**src/rtl/prom_pkg.sv**
```systemverilog
package prom_pkg;

    localparam int ADDR_W   = 16;
    localparam int REGION_N = 4;

    // Soft-switch pairs, compared on address bits [15:1]
    localparam logic [ADDR_W-1:0] SW_INTROM_BASE = 16'hC006;
    localparam logic [ADDR_W-1:0] SW_SLOT3_BASE  = 16'hC00A;
    // Expansion latch trigger page and release address
    localparam logic [7:0]        ARM_PAGE       = 8'hC3;
    localparam logic [ADDR_W-1:0] DISARM_ADDR    = 16'hCFFF;

    typedef struct packed {
        logic hi_c8;   // 0xC800-0xCFFF
        logic lo_c4;   // 0xC400-0xC7FF
        logic pg_c3;   // 0xC300-0xC3FF
        logic lo_c1;   // 0xC100-0xC2FF
    } overlay_t;

    typedef struct packed {
        logic introm;
        logic slot3;
    } switch_t;

    typedef struct packed {
        logic                valid;
        logic                write;
        logic [ADDR_W-1:0]   addr;
    } bus_t;

    function automatic logic is_pair(input logic [ADDR_W-1:0] a,
                                     input logic [ADDR_W-1:0] base);
        return a[ADDR_W-1:1] == base[ADDR_W-1:1];
    endfunction

    function automatic overlay_t map_overlay(input switch_t sw, input logic latch);
        overlay_t o;
        o.lo_c1 = sw.introm;
        o.lo_c4 = sw.introm;
        o.pg_c3 = sw.introm | ~sw.slot3;
        o.hi_c8 = sw.introm | latch;
        return o;
    endfunction

endpackage

```
**src/rtl/prom_switch_decode.sv**
```systemverilog
module prom_switch_decode
    import prom_pkg::*;
(
    input  logic    clk,
    input  logic    rst,
    input  bus_t    bus,
    output switch_t sw_d,
    output switch_t sw_q
);

    logic wr_ok;
    assign wr_ok = bus.valid & bus.write;

    always_comb begin
        sw_d = sw_q;
        if (wr_ok && is_pair(bus.addr, SW_INTROM_BASE))
            sw_d.introm = bus.addr[0];
        if (wr_ok && is_pair(bus.addr, SW_SLOT3_BASE))
            sw_d.slot3 = bus.addr[0];
    end

    always_ff @(posedge clk) begin
        if (rst) sw_q <= '0;
        else     sw_q <= sw_d;
    end

endmodule

```
**src/rtl/prom_exp_latch.sv**
```systemverilog
module prom_exp_latch
    import prom_pkg::*;
(
    input  logic clk,
    input  logic rst,
    input  bus_t bus,
    input  logic slot3,
    output logic latch_d,
    output logic latch_q
);

    logic arm_hit, disarm_hit;
    assign arm_hit    = bus.valid && (bus.addr[ADDR_W-1:ADDR_W-8] == ARM_PAGE) && !slot3;
    assign disarm_hit = bus.valid && (bus.addr == DISARM_ADDR);

    // Release wins over arming
    always_comb begin
        latch_d = latch_q;
        if (arm_hit)    latch_d = 1'b1;
        if (disarm_hit) latch_d = 1'b0;
    end

    always_ff @(posedge clk) begin
        if (rst) latch_q <= 1'b0;
        else     latch_q <= latch_d;
    end

endmodule

```
**src/rtl/prom_overlay_out.sv**
```systemverilog
module prom_overlay_out
    import prom_pkg::*;
(
    input  logic     clk,
    input  logic     rst,
    input  overlay_t ov_next,
    output overlay_t ov_q,
    output logic     change_q
);

    localparam overlay_t OV_RESET = map_overlay('0, 1'b0);

    logic [REGION_N-1:0] diff;

    generate
        for (genvar i = 0; i < REGION_N; i++) begin : g_diff
            assign diff[i] = ov_next[i] ^ ov_q[i];
        end
    endgenerate

    always_ff @(posedge clk) begin
        if (rst) begin
            ov_q     <= OV_RESET;
            change_q <= 1'b0;
        end else begin
            ov_q     <= ov_next;
            change_q <= |diff;
        end
    end

endmodule

```
**src/rtl/prom_overlay_ctrl.sv**
```systemverilog
module prom_overlay_ctrl
    import prom_pkg::*;
(
    input  logic              clk,
    input  logic              rst,
    input  logic              bus_valid,
    input  logic              bus_write,
    input  logic [ADDR_W-1:0] bus_addr,
    output logic [REGION_N-1:0] rom_sel,
    output logic              sel_change
);

    bus_t     bus;
    switch_t  sw_d, sw_q;
    logic     latch_d, latch_q;
    overlay_t ov_next, ov_q;
    logic     slot3_q;

    assign bus.valid = bus_valid;
    assign bus.write = bus_write;
    assign bus.addr  = bus_addr;

    prom_switch_decode u_sw (
        .clk  (clk),
        .rst  (rst),
        .bus  (bus),
        .sw_d (sw_d),
        .sw_q (sw_q)
    );

    // Latch arming sees the slot-3 flag as held before this access
    prom_exp_latch u_latch (
        .clk     (clk),
        .rst     (rst),
        .bus     (bus),
        .slot3   (sw_q.slot3),
        .latch_d (latch_d),
        .latch_q (latch_q)
    );

    assign ov_next = map_overlay(sw_d, latch_d);

    prom_overlay_out u_out (
        .clk      (clk),
        .rst      (rst),
        .ov_next  (ov_next),
        .ov_q     (ov_q),
        .change_q (sel_change)
    );

    assign rom_sel = ov_q;
    assign slot3_q = sw_q.slot3;

endmodule

```
**config.mk**
```make
export PLATFORM = sky130hd
export DESIGN_NAME = prom_overlay_ctrl
export DESIGN_NICKNAME = d
export VERILOG_FILES = /design/src/rtl/prom_pkg.sv /design/src/rtl/prom_switch_decode.sv /design/src/rtl/prom_exp_latch.sv /design/src/rtl/prom_overlay_out.sv /design/src/rtl/prom_overlay_ctrl.sv
export SDC_FILE = /design/constraint.sdc
export NUM_CORES = 1
export LEC_CHECK = 0
export ABC_CLOCK_PERIOD_IN_PS = 1800
export BUFFER_PORTS_ARGS = -buffer_cell sky130_fd_sc_hd__buf_4
export CAP_MARGIN = 25
export CORE_AREA = 2 2 39 41
export CTS_BUF_LIST = sky130_fd_sc_hd__clkbuf_2
export DETAILED_ROUTE_END_ITERATION = 10
export DIE_AREA = 0 0 41 43
export PLACE_DENSITY = 0.72
export SLEW_MARGIN = 25
export SYNTH_ARGS = -nofsm -noshare
export SYNTH_HDL_FRONTEND = slang
export SYNTH_SLANG_ARGS = --single-unit
```
**constraint.sdc**
```tcl
create_clock -name clk -period 1.8 [get_ports clk]
set_input_delay 0.18 -clock clk [delete_from_list [all_inputs] [get_ports clk]]
set_output_delay 0.18 -clock clk [all_outputs]
set_load 0.1 [all_outputs]
```
# --- Word-level counts from Yosys, hierarchy flattened ---
# Index checks and enable logic that the tools add are counted.
op_classes:
  eq_ne: 4
  muxes: 4
  bitwise: 7
  n_reduce_logical: 7
op_table:
  columns: ["op", "count"]
  rows:
  - ["$eq 15x15->1 const B", 2]
  - ["$eq 16x16->1 const B", 1]
  - ["$eq 8x8->1 const B", 1]
  - ["$logic_and 1x1->1", 5]
  - ["$mux 1", 4]
  - ["$reduce_or 3->1", 1]
  - ["$xor 1x1->1", 3]
  - ["$or 1x1->1", 2]
  - ["$and 1x1->1", 1]
  - ["$logic_not 1->1", 1]
  - ["$not 1->1", 1]
word_totals:
  regBits: 6
  in_bits: 20
  output_inout_bits: 5

# --- Logic depth before layout (Yosys ltp) ---
logic_depth:
  ltp_word: 8
  ltp_mapped: 5
  mapped_depth_nobuf: 5

# --- Modules after synthesis ---
# A second synthesis with hierarchy kept.
hier_totals:
  hier_cells: 47
  area_unflattened_um2: 484.2
modules_own_cells:
  columns: ["module", "instances", "cells_each", "area_per_inst_um2", "seq_area_each_um2"]
  rows:
  - ["prom_switch_decode", 1, 16, 196.4, 40.0]
  - ["prom_overlay_out", 1, 14, 168.9, 100.1]
  - ["prom_exp_latch", 1, 15, 106.4, 20.0]
  - ["prom_overlay_ctrl", 1, 2, 12.5, 0.0]

# --- Worst setup path before layout ---
# No wires, ideal clock.
synth_timing:
  kind: "flip-flop to flip-flop"
  start: "register u_out.ov_q[2] (netlist name)"
  end: "register u_out.change_q"
  setup_ns: 0.135
  arrival_ns: 1.772
  required_ns: 1.665
  slack_ns: -0.107
  stages_incl_launch_ff: 6
  path_buffers: 0
  period_less_slack_ns: 1.907
  cell_sequence: "dfxtp_1 -> inv_1 -> nand3_1 -> o22ai_1 -> o21ai_0 -> a41oi_2"
synth_via:
  elab_chain_len: 4
  elab_cells_between_ends: 7
  cone_classes: "1 x mux; 5 x bitwise; 1 x reduce/logical"
synth_lines:
  columns: ["element", "line_no", "rtl"]
  rows:
  - ["$mux 1", null, null]
  - ["$or 1x1->1 (on tied branches)", null, null]
  - ["$xor 1x1->1", null, null]
  - ["$reduce_or 3->1 *", "prom_overlay_out.sv:27", "change_q <= |diff;"]
  - ["end signal: assignment", "prom_overlay_out.sv:27", null]
  - ["end: declaration", "prom_overlay_out.sv:8", "output logic change_q"]
# Mark *: on every way between the ends. The rest lies on a longest branch, timed or not.
# A chain may end at the register's enable or synchronous reset.

# --- Final worst setup path ---
layout_timing:
  start: "input bus_addr[12]"
  end: "register u_out.change_q"
layout_via:
  elab_chain_len: 8
  elab_cells_between_ends: 20
  cone_classes: "4 x eq/ne; 4 x mux; 6 x bitwise; 6 x reduce/logical"
layout_lines:
  columns: ["element", "line_no", "rtl"]
  rows:
  - ["start: declaration", "prom_overlay_ctrl.sv:8", "input logic [ADDR_W-1:0] bus_addr,"]
  - ["$eq 8x8->1", "prom_exp_latch.sv:13", "assign arm_hit = bus.valid && (bus.addr[ADDR_W-1:ADDR_W-8] == ARM_PAGE) && !slot3;"]
  - ["$logic_and 1x1->1 (2 in a row)", "prom_exp_latch.sv:13", null]
  - ["$mux 1", "prom_exp_latch.sv:19", "if (arm_hit) latch_d = 1'b1;"]
  - ["$mux 1", "prom_exp_latch.sv:20", "if (disarm_hit) latch_d = 1'b0;"]
  - ["$or 1x1->1", "prom_pkg.sv:41", "o.hi_c8 = sw.introm | latch;"]
  - ["$xor 1x1->1", "prom_overlay_out.sv:17", "assign diff[i] = ov_next[i] ^ ov_q[i];"]
  - ["$reduce_or 3->1 *", "prom_overlay_out.sv:27", null]
# Marks and branches as above.

==> qor.csv <==
stage,metric,value,unit
outcome,outcome,completed,
synth,synth top area cells,"dfxtp_1, nand4b_4, nor4b_4",
routing,Post-DRT Antenna Nets,0,
timing,Final Slew Violations,0,
routing,routed vias,529,
floorplanning,Die Y,43,µm
timing,Max Freq,0.624,GHz
cts,CTS Buffer Depth,2,
synth,average size of a mapped cell,8.64,µm²
timing,post-layout min period,1.60,ns
flow_run,max-cap viol count,0,
routing,DRC violations left,0,
cts,Worst-Skew Late Latency,0.21,ns
grt,GRT Overall Usage,0.137,
cts,CTS root buf,clkbuf_2,
synth,most frequent cells after synthesis,"dfxtp_1, nor2_1, inv_1",
power_and_ir_drop,combinational group share of total power,0.220,
layout,share of cells above drive strength 1,0.446,
synth,Yosys reg bits,6,
power_and_ir_drop,Peak supply drop,237,µV
min_path,WHS Endpoint,u_out.change_q,
placed_design,RD Place Congestion,0.737,
min_path,Hold/Removal Path Class,input port to flip-flop,
routing,via/cell ratio,5.34,
synth,post-synth top area share,0.257,
setup_path,type of origin of the critical path,input port,
cts,clock-pin slew of the registers on the worst-case setup and hold paths,0.05,ns
synth,Mapped Area,467,µm²
cts,CTS tree,done,
routing,DR WL/cell,11.7,µm
placed_design,Placed Area,683,µm²
power_and_ir_drop,P_leak,0.000313,µW
synth,"EDFF count, synth",0,
floorplanning,Starting Density,0.337,
placed_design,DP Wirelength,989,µm
grt,first-pass GRT wire length,1.66,mm
floorplanning,Core Area,1380,µm²
power_and_ir_drop,Power Density,403,nW/µm²
timing,Worst slew margin,0.733,
synth,"Net Count, Synth",74,
timing,Tightest Pin Transition,0.398,ns
timing,RSZ-0062 raised after global routing,no,
routing,drt first pass iters,4,
synth,post-synth top area cell,dfxtp_1,
placed_design,Buffers on Ports,24,
cts,hold_buf cts,0,
power_and_ir_drop,Net Sw Power,66.5,µW
floorplanning,die footprint,1760,µm²
synth,Post-Syn Instances,54,
setup_path,r2r startpoint,u_sw.sw_q[0],
setup_path,worst flop-to-flop path endpoint,u_out.change_q,
min_path,hold path startpoint,rst,
min_path,hold path cells,2,
floorplanning,row cnt,14,
timing,Tcrit/Tclk final,0.890,
layout,final instance area,698,µm²
setup_path,Worst Path Arrival,1.68,ns
cts,Max H-tree Level,1,
layout,diodes inserted,0,
setup_path,critical path class,input port to flip-flop,
synth,"Seq/Total Area, Yosys",0.257,
timing,Total Neg Setup Slack,0,ns
layout,final net count,105,
timing,skew final,0.00297,ns
cts,Clock Sinks,6,
power_and_ir_drop,switching part of the total,0.236,
synth,Main synth FF type,dfxtp_1,
synth,post-synthesis cell type count,30,
grt,vias in the first global route,438,
setup_path,"setup slack, reg-to-reg",0.25,ns
layout,area of the multi-input gates,324,µm²
setup_path,"critical path fanouts, max",6,
cts,"Setup Fix Bufs, Post-CTS",0,
layout,Reg area,121,µm²
grt,grt ovf,0,
setup_path,"Req. time, crit path",1.88,ns
layout,number of fill cells in the layout,131,
setup_path,Worst R2R Path Depth,5,
grt,initial antenna violation count,0,
routing,iteration-0 DRC count of the detailed router,10,
synth,YS warnings,0,
synth,ys async rst share,0,
floorplanning,Die W,41,µm
cts,post-CTS sizing,0,
power_and_ir_drop,Pint,215,µW
setup_path,CP Capture Type,flip-flop,
routing,drt total wl,1.16,mm
synth,"count leader, synth",dfxtp_1,
timing,endpoints failing setup,0,
power_and_ir_drop,power share of the sequential group,0.473,
power_and_ir_drop,clock network power share,0.307,
cts,Num CTS Buffers,3,
layout,area grow syn2layout,49.6,%
floorplanning,I/O pin count,25,
timing,Fin. Hold Viols,0,
grt,largest net degree at the start of global routing,8,
[worst max path at each step]
stage	from	depth (start not counted)	end
after floorplan	bus_addr[12]	5	u_out.change_q
after CTS	bus_addr[12]	6	u_out.change_q
after detailed placement	bus_addr[12]	6	u_out.change_q
final	bus_addr[12]	6	u_out.change_q
after global routing	u_sw.sw_q[0]	5	u_out.change_q
after global placement	bus_addr[12]	6	u_out.change_q
[critical path, cell delays in order]
cell and delay, ns:
buf_4 0.11, or3b_4 0.38, nand4b_4 0.20, or4_4 0.45, a31oi_1 0.22, a41oi_2 0.13
[per-layer routing]
metal / vias up / global-route usage / wire, µm
met2: 20 / 0.247 / 590
met1: 237 / 0.142 / 474
li1: 272 / - / -
met3: 0 / 0.0209 / 92
met4: 0 / 0.0600 / 0
met5: - / 0 / 0
[cells by family (layout without fill, tap and decap cells)]
group           count (synthesis)  in the layout  synth area share
simple gates                   27             27             0.442
compound gates                 16             16             0.252
flops                           6              6             0.257
buf+inv                         5             34            0.0483
[cells in the final DEF (no fill, tap or decap), drive strengths merged, types with 2 or more instances in the layout]
cell type  count
a21oi          3
nand3          2
inv            4
or3            2
nand4          3
buf           27
or4            2
clkbuf         3
nand2          3
nor2           5
dfxtp          6
o21ai          3
nor3           4
[metrics by stage]
stage | setup WS [ns] | instances | util | total power [µW] | hold WS, ns
2_1_floorplan | 0.125 | 54 | - | 152 | 0.243
3_3_place_gp | 0.0150 | 96 | 0.494 | 197 | 0.381
3_5_place_dp | -0.0227 | 96 | 0.494 | 198 | 0.386
4_1_cts | 0.204 | 99 | 0.505 | 286 | 0.157
5_1_grt | 0.166 | 99 | 0.505 | 300 | 0.156
6_report | 0.198 | 99 | 0.505 | 281 | 0.165
[power groups by stage]
| stage | sequential (µW) | combinational (µW) | clock, µW |
|---|---|---|---|
| final | 133 | 61.8 | 86.4 |
| after global routing | 133 | 67.0 | 100 |
| after CTS | 133 | 62.4 | 90.6 |
| after detailed placement | 136 | 62.4 | 0 |
| after global placement | 136 | 61.5 | 0 |
| after floorplan | 137 | 15.4 | 0 |
[state kept, by name (all words and copies together) (netlist names)]
register	flops
u_out.ov_q	3
u_out.change_q	1
u_latch.latch_q	1
u_sw.sw_q	1
[area by class of cell]
class,count,share of cell area
Inverter,4,0.0215
Timing Repair Buffer,27,0.290
Tap cell,16,0.0287
Clock buffer,3,0.0215
Multi-Input combinational cell,43,0.464
Sequential cell,6,0.174
Power figures use the tool's default switching activity.
